`src/rtl/gshare_dir_pred.sv`:
```
module gshare_dir_pred #(
  parameter int HIST_W = 8
) (
  input  logic              clk,
  input  logic              rst_n,
  input  logic [HIST_W-1:0] lk_pc_bits,
  output logic [HIST_W-1:0] lk_idx,
  output logic              lk_taken,
  input  logic              tr_valid,
  input  logic              tr_taken,
  input  logic [HIST_W-1:0] tr_idx,
  output logic [HIST_W-1:0] hist
);
  localparam int ENTRIES = 1 << HIST_W;

  logic [ENTRIES-1:0][1:0] pht;
  logic [1:0] cur, nxt;

  assign lk_idx   = hist ^ lk_pc_bits;
  assign lk_taken = pht[lk_idx][1];
  assign cur      = pht[tr_idx];

  always_comb begin
    if (tr_taken) nxt = (cur == 2'b11) ? cur : cur + 2'b01;
    else          nxt = (cur == 2'b00) ? cur : cur - 2'b01;
  end

  always_ff @(posedge clk) begin
    if (!rst_n) begin
      hist <= '0;
      pht  <= {ENTRIES{2'b10}};
    end else if (tr_valid) begin
      pht[tr_idx] <= nxt;
      hist        <= {hist[HIST_W-2:0], tr_taken};
    end
  end

  p_hist_shift_r2: assert property (@(posedge clk) disable iff (!rst_n)
    tr_valid |=> hist == {$past(hist[HIST_W-2:0]), $past(tr_taken)});
  p_hist_hold_r2: assert property (@(posedge clk) disable iff (!rst_n)
    !tr_valid |=> $stable(hist));
  p_table_hold_r7: assert property (@(posedge clk) disable iff (!rst_n)
    !tr_valid |=> $stable(pht));
  p_sat_top_r5: assert property (@(posedge clk) disable iff (!rst_n)
    (tr_valid && tr_taken && pht[tr_idx] == 2'b11) |=> pht[$past(tr_idx)] == 2'b11);
  p_sat_bot_r5: assert property (@(posedge clk) disable iff (!rst_n)
    (tr_valid && !tr_taken && pht[tr_idx] == 2'b00) |=> pht[$past(tr_idx)] == 2'b00);
  p_hyst_t_r6: assert property (@(posedge clk) disable iff (!rst_n)
    (tr_valid && !tr_taken && pht[tr_idx] == 2'b11) |=> pht[$past(tr_idx)][1]);
  p_hyst_n_r6: assert property (@(posedge clk) disable iff (!rst_n)
    (tr_valid && tr_taken && pht[tr_idx] == 2'b00) |=> !pht[$past(tr_idx)][1]);
endmodule

```
`config.mk`:
```
export PLATFORM = sky130hd
export DESIGN_NAME = gshare_dir_pred
export DESIGN_NICKNAME = d
export VERILOG_FILES = /design/src/rtl/gshare_dir_pred.sv
export SDC_FILE = /design/constraint.sdc
export NUM_CORES = 1
export LEC_CHECK = 0
export CAP_MARGIN = 15
export CORE_MARGIN = 5
export CORE_UTILIZATION = 55
export CTS_BUF_LIST = sky130_fd_sc_hd__clkbuf_16
export DETAILED_ROUTE_END_ITERATION = 16
export DONT_BUFFER_PORTS = 1
export GPL_ROUTABILITY_DRIVEN = 0
export PLACE_DENSITY = 0.67
export SYNTH_ARGS = -nofsm -noshare
export SYNTH_HDL_FRONTEND = slang
export SYNTH_SLANG_ARGS = --single-unit
```
`constraint.sdc`:
```
create_clock -name clk -period 6.4 [get_ports clk]
set_clock_uncertainty 0.2 [all_clocks]
set_input_delay 0.32 -clock clk [delete_from_list [all_inputs] [get_ports clk]]
set_output_delay 0.32 -clock clk [all_outputs]
set_load 0.05 [all_outputs]
```
* After elaboration in Yosys (flattened, before gate mapping)
Index checks and enable logic that the tools add are counted.
Word-level totals: register bits 520, input bits 20, output and inout port bits 17
Cells by class: add/sub/neg operators 2, order comparisons 3, eq/ne operators 1, muxes and demuxes 10, bitwise operators 1, reduce and logical (&&, ||, !) cells 2
Operators with widths (count):
- 512-bit bitwise mux | 1
- 2-bit binary-select mux with 8-bit select | 2
- 8-bit by 9-bit less-than comparator with 1-bit output, second input constant | 2
- 2-bit demux with 8-bit select | 1
- 2-bit two-way mux | 6
- 8-bit by 1-bit greater-or-equal comparator with 1-bit output, second input constant | 1
- 8-bit XOR | 1
- 2-bit by 1-bit adder with 2-bit output, second input constant | 1
- 2-bit == test, second input constant | 1
- 2-bit zero test | 1
- 2-bit by 1-bit subtractor with 2-bit output, second input constant | 1
- 1-bit logical AND | 1

* Depth between registers and ports, before layout
Gate-level depths: netlist of the first run.
depth after elaboration 6, mapped depth 14, mapped depth without buffers 8

* Worst setup path before layout of the first run
No wires, ideal clock.
path kind register to output, from register hist[0], to output port lk_taken, data arrival time 3917 ps, data required time 5880 ps, setup slack 1963 ps, stages on the path, launching flop included 10, path buffers 3, cells stage by stage dfxtp_1 xnor2_1 buf_1 buf_1 buf_2 mux4_2 mux4_2 a221oi_1 mux4_2 inv_1
On the way: cells in the longest elaborated chain, start to end 3
Ends and longest elaborated chain:
- start: declaration | line 12 | output logic [HIST_W-1:0] hist
- start signal: assignment | line 34 | hist <= {hist[HIST_W-2:0], tr_taken};
- 8-bit XOR | line 19 | assign lk_idx = hist ^ lk_pc_bits;
- 2-bit binary-select mux with 8-bit select | line 20 | assign lk_taken = pht[lk_idx][1];
- 2-bit two-way mux (implied by the code) | line 20
- end: declaration | line 8 | output logic lk_taken,
Every way passes these cells. The select of a mux whose other input is x is not followed.

* Worst setup path after layout of the first run
Same ends and word-level chain as after synthesis.

==> summary.md, run 1 <==
| Metric | Value |
|---|---|
| Status | complete, but fails checks |
| Failing checks | slew limit |
| CTS tree | yes |
| Max-cap violations | 0 |
| Final hold slack | between 0.06 and 0.07 ns |
| Startpoint Class | register |
| Utilization after layout | between 60% and 70% |
| Final hold violation count | 0 |
| Starting Density | 55.61% |
| Setup CP Type | register to primary output |
| Final setup viols | 0 |
| Drt pass-1 iters | 7 |
| Total GRT Usage | between 30% and 40% |
| Post-route antenna net violation count | 0 |
| RSZ-0062 raised after global routing | no |
| Grt ovf | 0 |
| Top-area cell type share of the netlist area | around two fifths |
| Worst-Margin Slew | ~1.6 ns |
| Dominant cells by area after synthesis | dfxtp_1, mux4_2, o311ai_0 |
| Peak VDD IR | roughly 0.21 mV |
| Layout cells sized above 1 | 20.69% |
| Core area | 46,650 um2 |
| Most frequent cells in the layout | dfxtp_1, o21ai_0, a21oi_1 |
| Yosys warning total | 0 |
| Largest net degree at the start of global routing | between 300 and 400 |
| Net Count, Synth | ~2,600 |
| CTS Buffer Depth | 3 |
| Pwr/cell area | approximately 260 nW/um2 |
| Crit path largest cell delay | between 0.7 and 0.8 ns |
| Ys flop type | dfxtp_1 |
| Cells after Synth | 2,557 |
| Seq/Total Area, Yosys | between 40% and 50% |
| Aggregate routed wire length | around 83 mm |
| Layout area overhead | 8.102% |
| Switching Fraction | about a quarter |
| Avg Cell Area, Syn | between 10 and 15 um2 |
| CTS Buf Count | 55 |
| Synth cell types | between 50 and 60 |
| Vias in the first global route | 21,075 |
| Initial antenna violation count | 0 |
| Hold Path Class | input pin to register |
| DR DRC count | 0 |
| Leading cell type in the layout, fill and taps excluded | dfxtp_1 |
| Worst Path Required | 5.88 ns |
| Slowest CP cell | dfxtp_1 |
| Sequential power share | between 40% and 50% |
| DRT iter0 DRCs | ~3,200 |
| Die height | approximately 230 um |
| Crit Path Max Fanout | 65 |
| Post-synth ARST share | 0% |
| Critical Path AT | ~4.5 ns |
| Skew-Pair Late Insertion Delay | 0.61 ns |
| Most frequent CP cell | mux4_2 |
| Slew Limit Headroom | -7.586% |
| Max Clk Rate | about 200 MHz |
| Number of port buffers | 0 |
| Switch Pwr | between 0.0015 and 0.002 W |
| Site Rows | ~80 |
| WL/cell | 27.64 um |
| Global-route wire length before repair | 127.0 mm |
| Synthesized area | about 26,000 um2 |
| Setup crit end kind | primary output |
| Slew Limit Fails | approximately 110 |
| Worst-path clk slew | around 0.060 ns |
| Place WS | around 1.7 ns |
| Clock power share | 46.2% |
| Nets@finish | ~2,400 |
| Minimum clock period | about 5 ns |
| Vias per cell | roughly 7.4 |
| Post-synth EDFFs | 0 |
| TritonCTS Sinks | 520 |
| I/O pin cnt | 37 |
| Largest area contributor in the netlist | dfxtp_1 |
| Synthesized flop and latch total | 520 |
| P_int | about 0.0054 W |
| CP Cell Sequence | xnor2_2 -> buf_12 -> mux4_2 -> mux4_2 -> a22o_1 -> a221oi_1 -> mux4_2 -> inv_1 |
| H-tree levels | 2 |
| Placed wire-length estimate | 47.41 mm |
| Vias | between 20,000 and 25,000 |
| Worst Setup Slack, final | ~1.4 ns |
| Final period util | between 70% and 80% |
| Comb pwr share | roughly 8.5% |
| Lkg Pwr | 8.740 nW |
| DIE AREA | about 52,000 um2 |
| Post-route setup TNS | 0 ns |
| Die X | between 200 and 250 um |
| Root buffer cell | clkbuf_16 |
cells in the mapped netlist, drive strengths merged, types with 3 or more instances:
cell type  instances
a211oi             7
a21oi            283
a221oi             5
a22o               4
a22oi             47
a311oi           119
and2               4
buf               89
clkbuf           246
dfxtp            520
inv                7
mux2               3
mux2i             24
mux4             203
nand2            128
nand2b            10
nand3             11
nand4              4
nor2             180
nor2b             11
nor3               5
nor4               6
nor4b              3
nor4bb             3
o211ai            48
o21ai            349
o311ai           202
or2                4
or4b               3
xnor2              4
xor2               4
flip-flops by register name (all words and copies together) (netlist names):
signal and count:
hist 8, pht 512
routing by layer:
layer | vias up | track usage, % | wire (um)
met5 | - | 0 | 0
met4 | 0 | 13.31 | 3741
met3 | 275 | 5.390 | 8329
met2 | 1373 | 48.51 | 37770
met1 | 10970 | 43.85 | 33370
li1 | 9674 | - | -
cell type report:
| class | instances | area [um2] |
|---|---|---|
| Fill cell | 3788 | 18610 |
| Multi-Input combinational cell | 1695 | 14290 |
| Sequential cell | 520 | 10410 |
| Clock buffer | 57 | 1426 |
| Tap cell | 607 | 759.5 |
| Timing Repair Buffer | 80 | 710.7 |
| Clock inverter | 43 | 422.9 |
| Inverter | 7 | 31.28 |
| Antenna cell | 1 | 2.502 |
cells by family after synthesis:
logic type,Yosys count,synth area share (%)
compound gates,1074,28.99
flops,520,40.12
simple gates,381,6.394
buf+inv,342,5.469
mux,230,18.68
xor+xnor,8,0.2700
fa+ha+maj,2,0.08198
power by group through the flow:
stage,logic [W],clock network [W],registers [W]
2_1_floorplan,0.000498,0,0.00332
3_3_place_gp,0.000552,0,0.00332
3_5_place_dp,0.000557,0,0.00332
4_1_cts,0.000601,0.00335,0.00325
5_1_grt,0.000641,0.00347,0.00325
6_report,0.000614,0.00333,0.00325
final timing paths:
check            start  slack (ns)  depth (start not counted)        to
min          tr_idx[3]        0.07                          4  pht[155]
max reg2reg   pht[442]        1.69                          9   pht[35]
min reg2reg   pht[357]        0.30                          2  pht[357]
max            hist[0]        1.42                          8  lk_taken
through the flow:
stage                     power, W  instance area, um2  instances
after detailed placement  0.003882               26070       2899
after CTS                 0.007202               28030       3008
after floorplan           0.003821               25950       2557
after global placement    0.003876               26070       2899
after global routing      0.007363               28050       3009
final                     0.007194               28050       3010
worst max-delay path, delay by kind of cell (launching register included):
kind	cells	cell delay (ns)
compound gates	2	0.70
xor+xnor	1	0.21
buf+inv	2	0.71
flops	1	0.73
mux	3	1.46
what timing repair did:
item                       CTS  global route
hold buffers                 9             0
resized for setup            0             0
setup buffers                0             0
setup endpoints to repair    0             0
hold endpoints to repair   416             0
No activity file was read; power rests on OpenSTA's default activity.
==> inputs of run 2 (changes only) <==
--- a/config.mk
+++ b/config.mk
@@ -12,7 +12,7 @@
 export DETAILED_ROUTE_END_ITERATION = 16
 export DONT_BUFFER_PORTS = 1
 export GPL_ROUTABILITY_DRIVEN = 0
-export PLACE_DENSITY = 0.67
+export PLACE_DENSITY = 0.7
 export SYNTH_ARGS = -nofsm -noshare
 export SYNTH_HDL_FRONTEND = slang
 export SYNTH_SLANG_ARGS = --single-unit
==> constraint.sdc (replaced) <==
create_clock -name clk -period 4.15 [get_ports clk]
set_clock_uncertainty 0.2 [all_clocks]
set_input_delay 0.2075 -clock clk [delete_from_list [all_inputs] [get_ports clk]]
set_output_delay 0.2075 -clock clk [all_outputs]
set_load 0.05 [all_outputs]
==> summary.md, run 2 (synthesis gave the netlist of run 1 again) <==
| Metric | Value |
|---|---|
| Worst-Margin Slew | 1.244 ns (-0.3694 ns) |
| Leading cell type in the layout, fill and taps excluded | dfxtp_1 |
| Lkg Pwr | 9.208 nW (+5.4%) |
| Fin cells | 3,150 (+4.7%) |
| Final-layout fill cell count | 3,651 (-3.6%) |
| Aggregate routed wire length | 86.94 mm (+4.5%) |
| Vias | 23,138 (+3.8%) |
| Max Clk Rate | 244.4 MHz |
| Setup CP Type | register to primary output |
| CTS Buf Count | 54 (-1.8%) |
| Setup crit end kind | primary output |
| Most frequent CP cell | mux4_2 |
| CTS Buffer Depth | 3 (unchanged) |
| Switch Pwr | 0.002798 W (+53%) |
| Die height | 227.2 um (unchanged) |
| Max-cap violations | 0 (unchanged) |
| Sequential power share | 46.7% (+1.5 points) |
| Startpoint Class | register |
| Number of port buffers | 0 (unchanged) |
| Vias per cell | 7.345 (-0.82%) |
| Peak VDD IR | 0.3254 mV (+56%) |
| Initial antenna violation count | 2 (+2) |
| Met3 WL | 9.654 mm (+16%) |
| Pwr/cell area | 364.3 nW/um2 (+42%) |
| Top routing layer in use | met5 |
| Layout cells sized above 1 | 21.05% (+0.36 points) |
| Slowest CP cell | mux4_2 |
| DR WL met2 | 39.57 mm (+4.8%) |
| Biggest regs | pht: 512 flops, hist: 8 flops |
| Vias in the first global route | 22,214 (+5.4%) |
| Metal-1 WL | 33.32 mm (-0.14%) |
| Worst Setup Slack, final | 0.05805 ns (-1.362 ns) |
| Final hold slack | 0.01736 ns (-0.04917 ns) |
| Critical Path AT | 3.68 ns (-0.78 ns) |
| Skew-Pair Late Insertion Delay | 0.62 ns (about the same) |
| Crit path max-delay family | multiplexers |
| H-tree levels | 2 (unchanged) |
| Minimum clock period | about 4 ns |
| Site Rows | 79 (unchanged) |
| Drt pass-1 iters | 5 (-2) |
| Global-route wire length before repair | 132.8 mm (+4.5%) |
| Slew Limit Fails | 0 (-100%) |
| Comb pwr share | 10.4% (+1.9 points) |
| Switching Fraction | 26.05% (+0.71 points) |
| Starting Density | 55.61% (unchanged) |
| Final hold violation count | 0 (unchanged) |
| Number of flip-flops under the largest register name | 512 (unchanged) |
| Placed wire-length estimate | 48.34 mm (+2.0%) |
| P_int | 0.007941 W (+48%) |
| Most frequent cells in the layout | dfxtp_1, o21ai_0, a21oi_1 |
| Clock power share | 42.9% (-3.3 points) |
| Post-route antenna net violation count | 0 (unchanged) |
| Layout area overhead | 13.60% |
| Hold Path Class | input pin to register |
| Reg with most FFs | pht |
| Worst Path Required | 3.74 ns (-2.14 ns) |
| WL/cell | 27.60 um (-0.15%) |
| DIE AREA | 51,620 um2 (unchanged) |
| TritonCTS Sinks | 520 (unchanged) |
| Root buffer cell | clkbuf_16 |
| Crit path largest cell delay | 0.53 ns (-0.20 ns) |
| I/O pin cnt | 37 (unchanged) |
| DR DRC count | 0 (unchanged) |
| Largest net degree at the start of global routing | 302 (-21%) |
| CP Cell Sequence | xnor2_4 -> buf_4 -> buf_12 -> mux4_2 -> mux4_2 -> a22o_1 -> a221oi_1 -> mux4_2 -> clkinvlp_4 |
| Crit Path Max Fanout | 11 (-83%) |
| Grt ovf | 0 (unchanged) |
| Status | complete, no violations |
| Final setup viols | 0 (unchanged) |
| Slew Limit Headroom | 17.04% (+25 points) |
| Total GRT Usage | 32.94% (+1.6 points) |
| WP buf/inv | 3 (+1) |
| Worst-path clk slew | 0.06 ns (about the same) |
| DP Cell Count | 2,935 (+1.2%) |
| Die X | 227.2 um (unchanged) |
| Core area | 46,650 um2 (unchanged) |
| Final period util | 98.60% |
| CTS tree | yes |
| Place WS | 0.3808 ns (-1.319 ns) |
| Nets@finish | 2,522 (+6.0%) |
| DRT iter0 DRCs | 3,524 (+11%) |
run 2: metal layers:
| metal | GRT usage, % | up-vias |
|---|---|---|
| met5 | 0 | - |
| met4 | 15.30 | 2 |
| met3 | 6.809 | 294 |
| met2 | 51.62 | 1621 |
| met1 | 44.27 | 11248 |
| li1 | - | 9973 |
run 2: worst register-to-register path, cell delays in order (launching register included):
cell and delay, ns:
dfxtp_1 0.32, mux4_2 0.46, mux2_2 0.28, a32oi_2 0.19
o311ai_1 0.12, or4_1 0.43, or4b_1 0.49, maj3_4 0.39
buf_12 0.17, buf_12 0.18, a21oi_1 0.14, dlygate4sd3_1 0.56
run 2: final timing paths:
kind,from,to,slack (ns),cells after the start
min,tr_idx[2],pht[401],0.02,4
max reg2reg,pht[212],pht[96],0.16,11
min reg2reg,pht[261],pht[261],0.30,2
max,hist[0],lk_taken,0.06,9
run 2: layout make-up:
class                      instances  area (um2)  area share [%]
antenna                            2       5.005         0.01698
clock buffer                      55        1376           4.670
clock inverter                    40       246.5          0.8363
inverter                           7       35.03          0.1189
multi-input combinational       1695       14320           48.58
sequential                       520       10410           35.32
tap                              607       759.5           2.577
timing repair buffer             224        2322           7.879
run 2: power by group through the flow:
| stage | logic [W] | clock network, W | registers (W) |
|---|---|---|---|
| 2_1_floorplan | 0.000768 | 0 | 0.00512 |
| 3_3_place_gp | 0.000958 | 0 | 0.00512 |
| 3_5_place_dp | 0.000968 | 0 | 0.00512 |
| 4_1_cts | 0.00105 | 0.00464 | 0.00501 |
| 5_1_grt | 0.00116 | 0.00486 | 0.00501 |
| 6_report | 0.00112 | 0.00461 | 0.00501 |
run 2: through the flow:
| step | total power [W] | setup TNS (ns) | area (um2) | util, % |
|---|---|---|---|---|
| global placement | 0.006080 | 0 | 26540 | 56.88 |
| detailed placement | 0.006091 | 0 | 26540 | 56.88 |
| finish | 0.01074 | 0 | 29470 | 63.18 |
| CTS | 0.01070 | 0 | 29260 | 62.72 |
| global route | 0.01103 | -0.0003739 | 29470 | 63.17 |
| floorplan | 0.005892 | 0 | 25950 | - |
run 2: timing repair:
| action | 4_1_cts | 5_1_grt |
|---|---|---|
| hold buffers | 107 | 0 |
| setup endpoints to repair | 1 | 80 |
| cloned | 0 | 2 |
| setup buffers | 0 | 7 |
| hold endpoints to repair | 449 | 0 |
| resized for setup | 2 | 14 |
| pin swaps | 0 | 4 |
